### config.mk
export PLATFORM = sky130hd
export DESIGN_NAME = dma_addr_seq
export DESIGN_NICKNAME = d
export VERILOG_FILES = /design/src/rtl/dma_addr_seq.sv
export SDC_FILE = /design/constraint.sdc
export NUM_CORES = 1
export LEC_CHECK = 0
export BUFFER_PORTS_ARGS = -buffer_cell sky130_fd_sc_hd__buf_2
export CAP_MARGIN = 25
export CORE_ASPECT_RATIO = 1.5
export CORE_MARGIN = 2
export CORE_UTILIZATION = 55
export DETAILED_ROUTE_END_ITERATION = 16
export HOLD_SLACK_MARGIN = 0.03
export PLACE_DENSITY = 0.79
export SLEW_MARGIN = 20
export SYNTH_ARGS = -nofsm -noshare
export SYNTH_HDL_FRONTEND = slang
export SYNTH_SLANG_ARGS = --single-unit
### constraint.sdc
create_clock -name clk -period 6.3 [get_ports clk]
set_input_delay 1.26 -clock clk [delete_from_list [all_inputs] [get_ports clk]]
set_output_delay 1.26 -clock clk [all_outputs]
set_load 0.05 [all_outputs]
### src/rtl/dma_addr_seq.sv
module dma_addr_seq #(
  parameter int AW = 32,
  parameter int SW = 16,
  parameter int CW = 16
) (
  input  logic          clk,
  input  logic          rst_n,
  input  logic          hard_rst,
  input  logic          run_set,
  input  logic          trig,
  input  logic          clr_trig,
  input  logic          clr_err,
  input  logic [AW-1:0] sh_src_beg,
  input  logic [AW-1:0] sh_src_cur,
  input  logic [AW-1:0] sh_dst_beg,
  input  logic [AW-1:0] sh_dst_cur,
  input  logic [CW-1:0] burst_m1,
  input  logic [SW-1:0] src_bstep,
  input  logic [SW-1:0] dst_bstep,
  input  logic [CW-1:0] xfer_len,
  input  logic [SW-1:0] src_xstep,
  input  logic [SW-1:0] dst_xstep,
  input  logic [CW-1:0] src_wrap_len,
  input  logic [SW-1:0] src_wstep,
  input  logic [CW-1:0] dst_wrap_len,
  input  logic [SW-1:0] dst_wstep,
  input  logic          one_shot,
  input  logic          cont_mode,
  input  logic          int_at_end,
  input  logic          int_en,
  input  logic          ovf_int_en,
  output logic          rd_en,
  output logic [AW-1:0] rd_addr,
  output logic          wr_en,
  output logic [AW-1:0] wr_addr,
  output logic          busy,
  output logic          ch_int,
  output logic          ovf_flag,
  output logic          ovf_int
);

  localparam logic [CW-1:0] C_ONE = CW'(1);

  logic          running, active, pend, err, hold, first, int_q;
  logic [CW-1:0] wcnt, bleft, swc, dwc;
  logic [AW-1:0] s_cur, s_beg, d_cur, d_beg;

  function automatic logic [AW-1:0] adv(input logic [AW-1:0] a, input logic [SW-1:0] st);
    return a + {{(AW-SW){st[SW-1]}}, st};
  endfunction

  logic trig_ok, start, last_word, last_burst, s_wrap, d_wrap;
  assign trig_ok    = trig && running && !hold;
  assign start      = running && !active && pend;
  assign last_word  = active && (wcnt == '0);
  assign last_burst = bleft <= C_ONE;
  assign s_wrap     = swc <= C_ONE;
  assign d_wrap     = dwc <= C_ONE;

  always_ff @(posedge clk or negedge rst_n) begin
    if (!rst_n) begin
      running <= 1'b0; active <= 1'b0; pend <= 1'b0; err <= 1'b0;
      hold <= 1'b0; first <= 1'b0; int_q <= 1'b0;
      wcnt <= '0; bleft <= '0; swc <= '0; dwc <= '0;
      s_cur <= '0; s_beg <= '0; d_cur <= '0; d_beg <= '0;
    end else if (hard_rst) begin
      running <= 1'b0; active <= 1'b0; pend <= 1'b0; err <= 1'b0;
      hold <= 1'b1; first <= 1'b0; int_q <= 1'b0;
      wcnt <= '0; bleft <= '0; swc <= '0; dwc <= '0;
    end else begin
      hold  <= 1'b0;
      int_q <= 1'b0;

      if (clr_trig)     pend <= 1'b0;
      else if (trig_ok) pend <= 1'b1;
      else if (start)   pend <= 1'b0;

      if (clr_err)                        err <= 1'b0;
      else if (trig_ok && pend && !start) err <= 1'b1;

      if (run_set && !running && !hold) begin
        running <= 1'b1;
        first   <= 1'b1;
        s_cur <= sh_src_cur; s_beg <= sh_src_beg;
        d_cur <= sh_dst_cur; d_beg <= sh_dst_beg;
        bleft <= xfer_len; swc <= src_wrap_len; dwc <= dst_wrap_len;
      end else if (start) begin
        active <= 1'b1;
        wcnt   <= burst_m1;
        first  <= 1'b0;
        if (first) int_q <= int_en && !int_at_end;
      end else if (active) begin
        if (!last_word) begin
          wcnt  <= wcnt - C_ONE;
          s_cur <= adv(s_cur, src_bstep);
          d_cur <= adv(d_cur, dst_bstep);
        end else begin
          if (s_wrap) begin
            s_beg <= adv(s_beg, src_wstep);
            s_cur <= adv(s_beg, src_wstep);
            swc   <= src_wrap_len;
          end else begin
            s_cur <= adv(s_cur, src_xstep);
            swc   <= swc - C_ONE;
          end
          if (d_wrap) begin
            d_beg <= adv(d_beg, dst_wstep);
            d_cur <= adv(d_beg, dst_wstep);
            dwc   <= dst_wrap_len;
          end else begin
            d_cur <= adv(d_cur, dst_xstep);
            dwc   <= dwc - C_ONE;
          end
          if (last_burst) begin
            active <= 1'b0;
            int_q  <= int_en && int_at_end;
            if (cont_mode) begin
              first <= 1'b1;
              s_cur <= sh_src_cur; s_beg <= sh_src_beg;
              d_cur <= sh_dst_cur; d_beg <= sh_dst_beg;
              bleft <= xfer_len; swc <= src_wrap_len; dwc <= dst_wrap_len;
            end else begin
              running <= 1'b0;
              pend    <= 1'b0;
            end
          end else begin
            bleft <= bleft - C_ONE;
            if (one_shot) wcnt <= burst_m1;
            else          active <= 1'b0;
          end
        end
      end
    end
  end

  assign rd_en    = active;
  assign wr_en    = active;
  assign rd_addr  = s_cur;
  assign wr_addr  = d_cur;
  assign busy     = running;
  assign ch_int   = int_q;
  assign ovf_flag = err;
  assign ovf_int  = err && ovf_int_en;

  AST_HARD_IDLE: assert property (@(posedge clk) disable iff (!rst_n)
    hard_rst |=> (!busy && !rd_en && !ovf_flag));
  AST_HOLD_BLOCKS_RUN: assert property (@(posedge clk) disable iff (!rst_n)
    (hold && !hard_rst) |=> !busy);
  AST_IDLE_QUIET: assert property (@(posedge clk) disable iff (!rst_n)
    !running |-> (!active && !pend));
  AST_OVF_STICKY: assert property (@(posedge clk) disable iff (!rst_n)
    (err && !clr_err && !hard_rst) |=> ovf_flag);
  AST_INT_SINGLE: assert property (@(posedge clk) disable iff (!rst_n)
    ch_int |=> !ch_int);
  AST_WORD_STEP: assert property (@(posedge clk) disable iff (!rst_n)
    (active && wcnt != '0 && !hard_rst) |=> rd_addr == adv($past(rd_addr), $past(src_bstep)));
  AST_ONESHOT_GAPLESS: assert property (@(posedge clk) disable iff (!rst_n)
    (last_word && one_shot && !last_burst && !hard_rst) |=> rd_en);

endmodule

==> results.sh <==
export IMPL_dieArea_um2=40200
export IMPL_drv_slew=0
export IMPL_cts_tree="built"
export IMPL_port_buffers=369
export IMPL_tns_ns=0
export IMPL_drc=0
export IMPL_ctsLongestPathBuffers=2
export IMPL_synth_ff_type="dfrtp_1"
export IMPL_setup_worst_path_class="in -> reg"
export IMPL_final_setup_viol_count=0
export IMPL_gp_congestion=1.03
export IMPL_maxCapViolCount=0
export IMPL_nNetsFinal=3617
export IMPL_regToRegStartpoint="wcnt[0]"
export IMPL_grt_max_degree=113
export IMPL_status="finished clean"
export IMPL_via_per_inst=6.63
export IMPL_rows=88
export IMPL_htreeDepth=4
export IMPL_ir_drop_v=0.000305
export IMPL_start_util=0.555
export IMPL_reg2reg_depth=12
export IMPL_cts_resized=0
export IMPL_grt_antenna_before_repair=13
export IMPL_die_w_um=164
export IMPL_placed_cells_incl_taps=3593
export IMPL_synth_top_area_share=0.235
export IMPL_instances_no_fill=3636
export IMPL_cts_inserted_buffers=17
export IMPL_timing_final_hold_violations=0
export IMPL_synth_edf_count=0
export IMPL_skew_ns=0.0179
export IMPL_netlist_area_um2=21200
export IMPL_critPathArrivalTime_ns=4.54
export IMPL_routedWlPerCell_um=22.9
export IMPL_grt_pass1_vias=23300
export IMPL_drt_wl_total_mm=83.3
export IMPL_synth_cells=2834
export IMPL_core_area_um2=38200
export IMPL_ys_async_sr_fraction=1.00
export IMPL_yosysSeqAreaShare=0.235
export IMPL_overflow=0
export IMPL_synth_net_count=3333
export IMPL_final_area_um2=24000
export IMPL_clk_pin_slew_ns=0.08
export IMPL_reg2reg_to="wr_addr[31]"
export IMPL_postRouteAntennaNets=0
export IMPL_reg2reg_setup_slack_ns=2.13
export IMPL_period_minus_slack_ns=4.21
export IMPL_power_density_nw_per_um2=553
export IMPL_cp_startpoint="src_wstep[0]"
export IMPL_drt_iter0_markers=2216
export IMPL_place_area_um2=23400
export IMPL_timing_fmax_ghz=0.237
export IMPL_vias=24100
export IMPL_relSlewSlack=0.322
export IMPL_worst_slew_pin_slew_ns=1.01
export IMPL_synth_top_cells_by_count="334 x a21oi_1, 317 x nor2_1, 299 x nand2_1"
export IMPL_fillCellCount=3505
export IMPL_holdCritPathClass="reg -> reg"
export IMPL_synth_largest_area_cell="dfrtp_1"
export IMPL_ys_seq_elements=199
export IMPL_firstDrtPassIters=6
export IMPL_yosysWarnings=0
export IMPL_yosysMostFrequentCell="a21oi_1"
export IMPL_clkSinkCount=199
export IMPL_crit_fanout=6
export IMPL_postCtsHoldBufs=0
export IMPL_die_h_um=244
export IMPL_io_pins=370
export IMPL_synth_cell_types=105
export IMPL_rsz0062_at_grt="no"
export IMPL_cts_root_buffer="clkbuf_16"
export IMPL_finalCritPeriodShare=0.668
export IMPL_insertion_delay_ns=0.49
export IMPL_ys_top_cells_by_area="dfrtp_1 23%, ha_1 11%, a21oi_1 7.9%"
export IMPL_worstPathRequired_ns=6.63
export IMPL_areaGrowthSynthToFinish_pct=13.4
export IMPL_crit_path_end_kind="flop"
export IMPL_grtUsageTotal=0.405
export IMPL_cts_setup_buffers=0
export IMPL_syn_avg_cell_area_um2=7.48
export IMPL_grt_pass1_wl_mm=127
export IMPL_cp_start_kind="input pin"
export IMPL_total_leakage_power_nw=10.9
export IMPL_dpl_hpwl_mm=62.4
export IMPL_drive_gt1_frac=0.158
export IMPL_cp_endpoint="rd_addr[14]"
power by group:
part           internal [mW]  switching [mW]  total, mW
Combinational           3.47            6.34       9.81
Sequential              1.72           0.550       2.27
Clock                  0.573           0.627       1.20
Total                   5.76            7.52       13.3
final cells by class:
cell class / count / area [um^2] / share of cell area
Clock inverter: 14 / 174 / 0.00724
Timing Repair Buffer: 403 / 2150 / 0.0893
Clock buffer: 18 / 429 / 0.0179
Antenna cell: 10 / 25.0 / 0.00104
Sequential cell: 199 / 4980 / 0.207
Tap cell: 495 / 619 / 0.0258
Multi-Input combinational cell: 2436 / 15400 / 0.642
Inverter: 61 / 229 / 0.00953
kinds of logic (layout without fill, tap and decap cells):
| group | count (synthesis) | in the layout | synth area share |
|---|---|---|---|
| AO/OA/AOI/OAI | 1103 | 1103 | 0.325 |
| AND/OR/NAND/NOR | 964 | 964 | 0.209 |
| adder cells (fa/ha/maj) | 199 | 199 | 0.120 |
| flip-flops | 199 | 199 | 0.235 |
| buffers and inverters | 199 | 496 | 0.0401 |
| XOR/XNOR | 157 | 157 | 0.0652 |
| multiplexers | 13 | 13 | 0.00620 |
| other | 0 | 10 | 0 |
layout by cell type (no fill, tap or decap), drive strengths merged, types with 41 or more instances in the layout:
| cell | synthesis | final |
|---|---|---|
| buf | 34 | 402 |
| a21oi | 335 | 335 |
| nor2 | 320 | 320 |
| nand2 | 301 | 301 |
| o21ai | 277 | 277 |
| dfrtp | 199 | 199 |
| ha | 193 | 193 |
| xnor2 | 93 | 93 |
| nand3 | 75 | 75 |
| nor3 | 71 | 71 |
| inv | 61 | 70 |
| a21o | 69 | 69 |
| xor2 | 64 | 64 |
| a31oi | 54 | 54 |
| a211oi | 48 | 48 |
| o211ai | 43 | 43 |
| o22ai | 41 | 41 |
worst max-delay path, cell delays in order:
cell and delay (ns):
buf_2 0.11, ha_1 0.23, fa_1 0.44, a211oi_1 0.43, o31ai_1 0.15, a31oi_1 0.62, o21ai_0 0.36, xnor2_1 0.32
nor2_1 0.10, o32a_1 0.29, o22ai_1 0.13, o21ai_0 0.10
worst min path at each step:
| stage | cells past startpoint | slack [ns] | start | to |
|---|---|---|---|---|
| detailed placement | 2 | 0.48 | s_beg[22] | s_beg[22] |
| global route | 2 | 0.52 | s_beg[22] | s_beg[22] |
| finish | 2 | 0.50 | d_beg[26] | d_beg[26] |
| floorplan | 2 | 0.45 | d_beg[7] | d_beg[7] |
| CTS | 2 | 0.50 | d_beg[18] | d_beg[18] |
| global placement | 2 | 0.47 | d_beg[26] | d_beg[26] |
flip-flops by register name (all words and copies together), names as in the netlist:
| signal | flops |
|---|---|
| bleft | 16 |
| busy | 1 |
| ch_int | 1 |
| d_beg | 32 |
| dwc | 16 |
| first | 1 |
| hold | 1 |
| ovf_flag | 1 |
| pend | 1 |
| rd_addr | 32 |
| rd_en | 1 |
| s_beg | 32 |
| swc | 16 |
| wcnt | 16 |
| wr_addr | 32 |
layer usage:
layer	up-vias	part of all wire	GRT usage
met5	-	0.00089	0
met4	12	0.058	0.231
met3	287	0.097	0.0929
met2	1317	0.47	0.652
met1	11400	0.38	0.494
li1	11100	-	-
metrics by stage:
stage	hold WS, ns	util	setup WS [ns]	power (mW)
global placement	0.468	0.611	1.72	11.6
floorplan	0.451	-	2.45	9.21
global route	0.519	0.629	1.83	14.2
CTS	0.502	0.628	2.18	13.0
detailed placement	0.479	0.612	1.69	11.8
finish	0.495	0.629	2.09	13.3
Power figures use the tool's default switching activity.
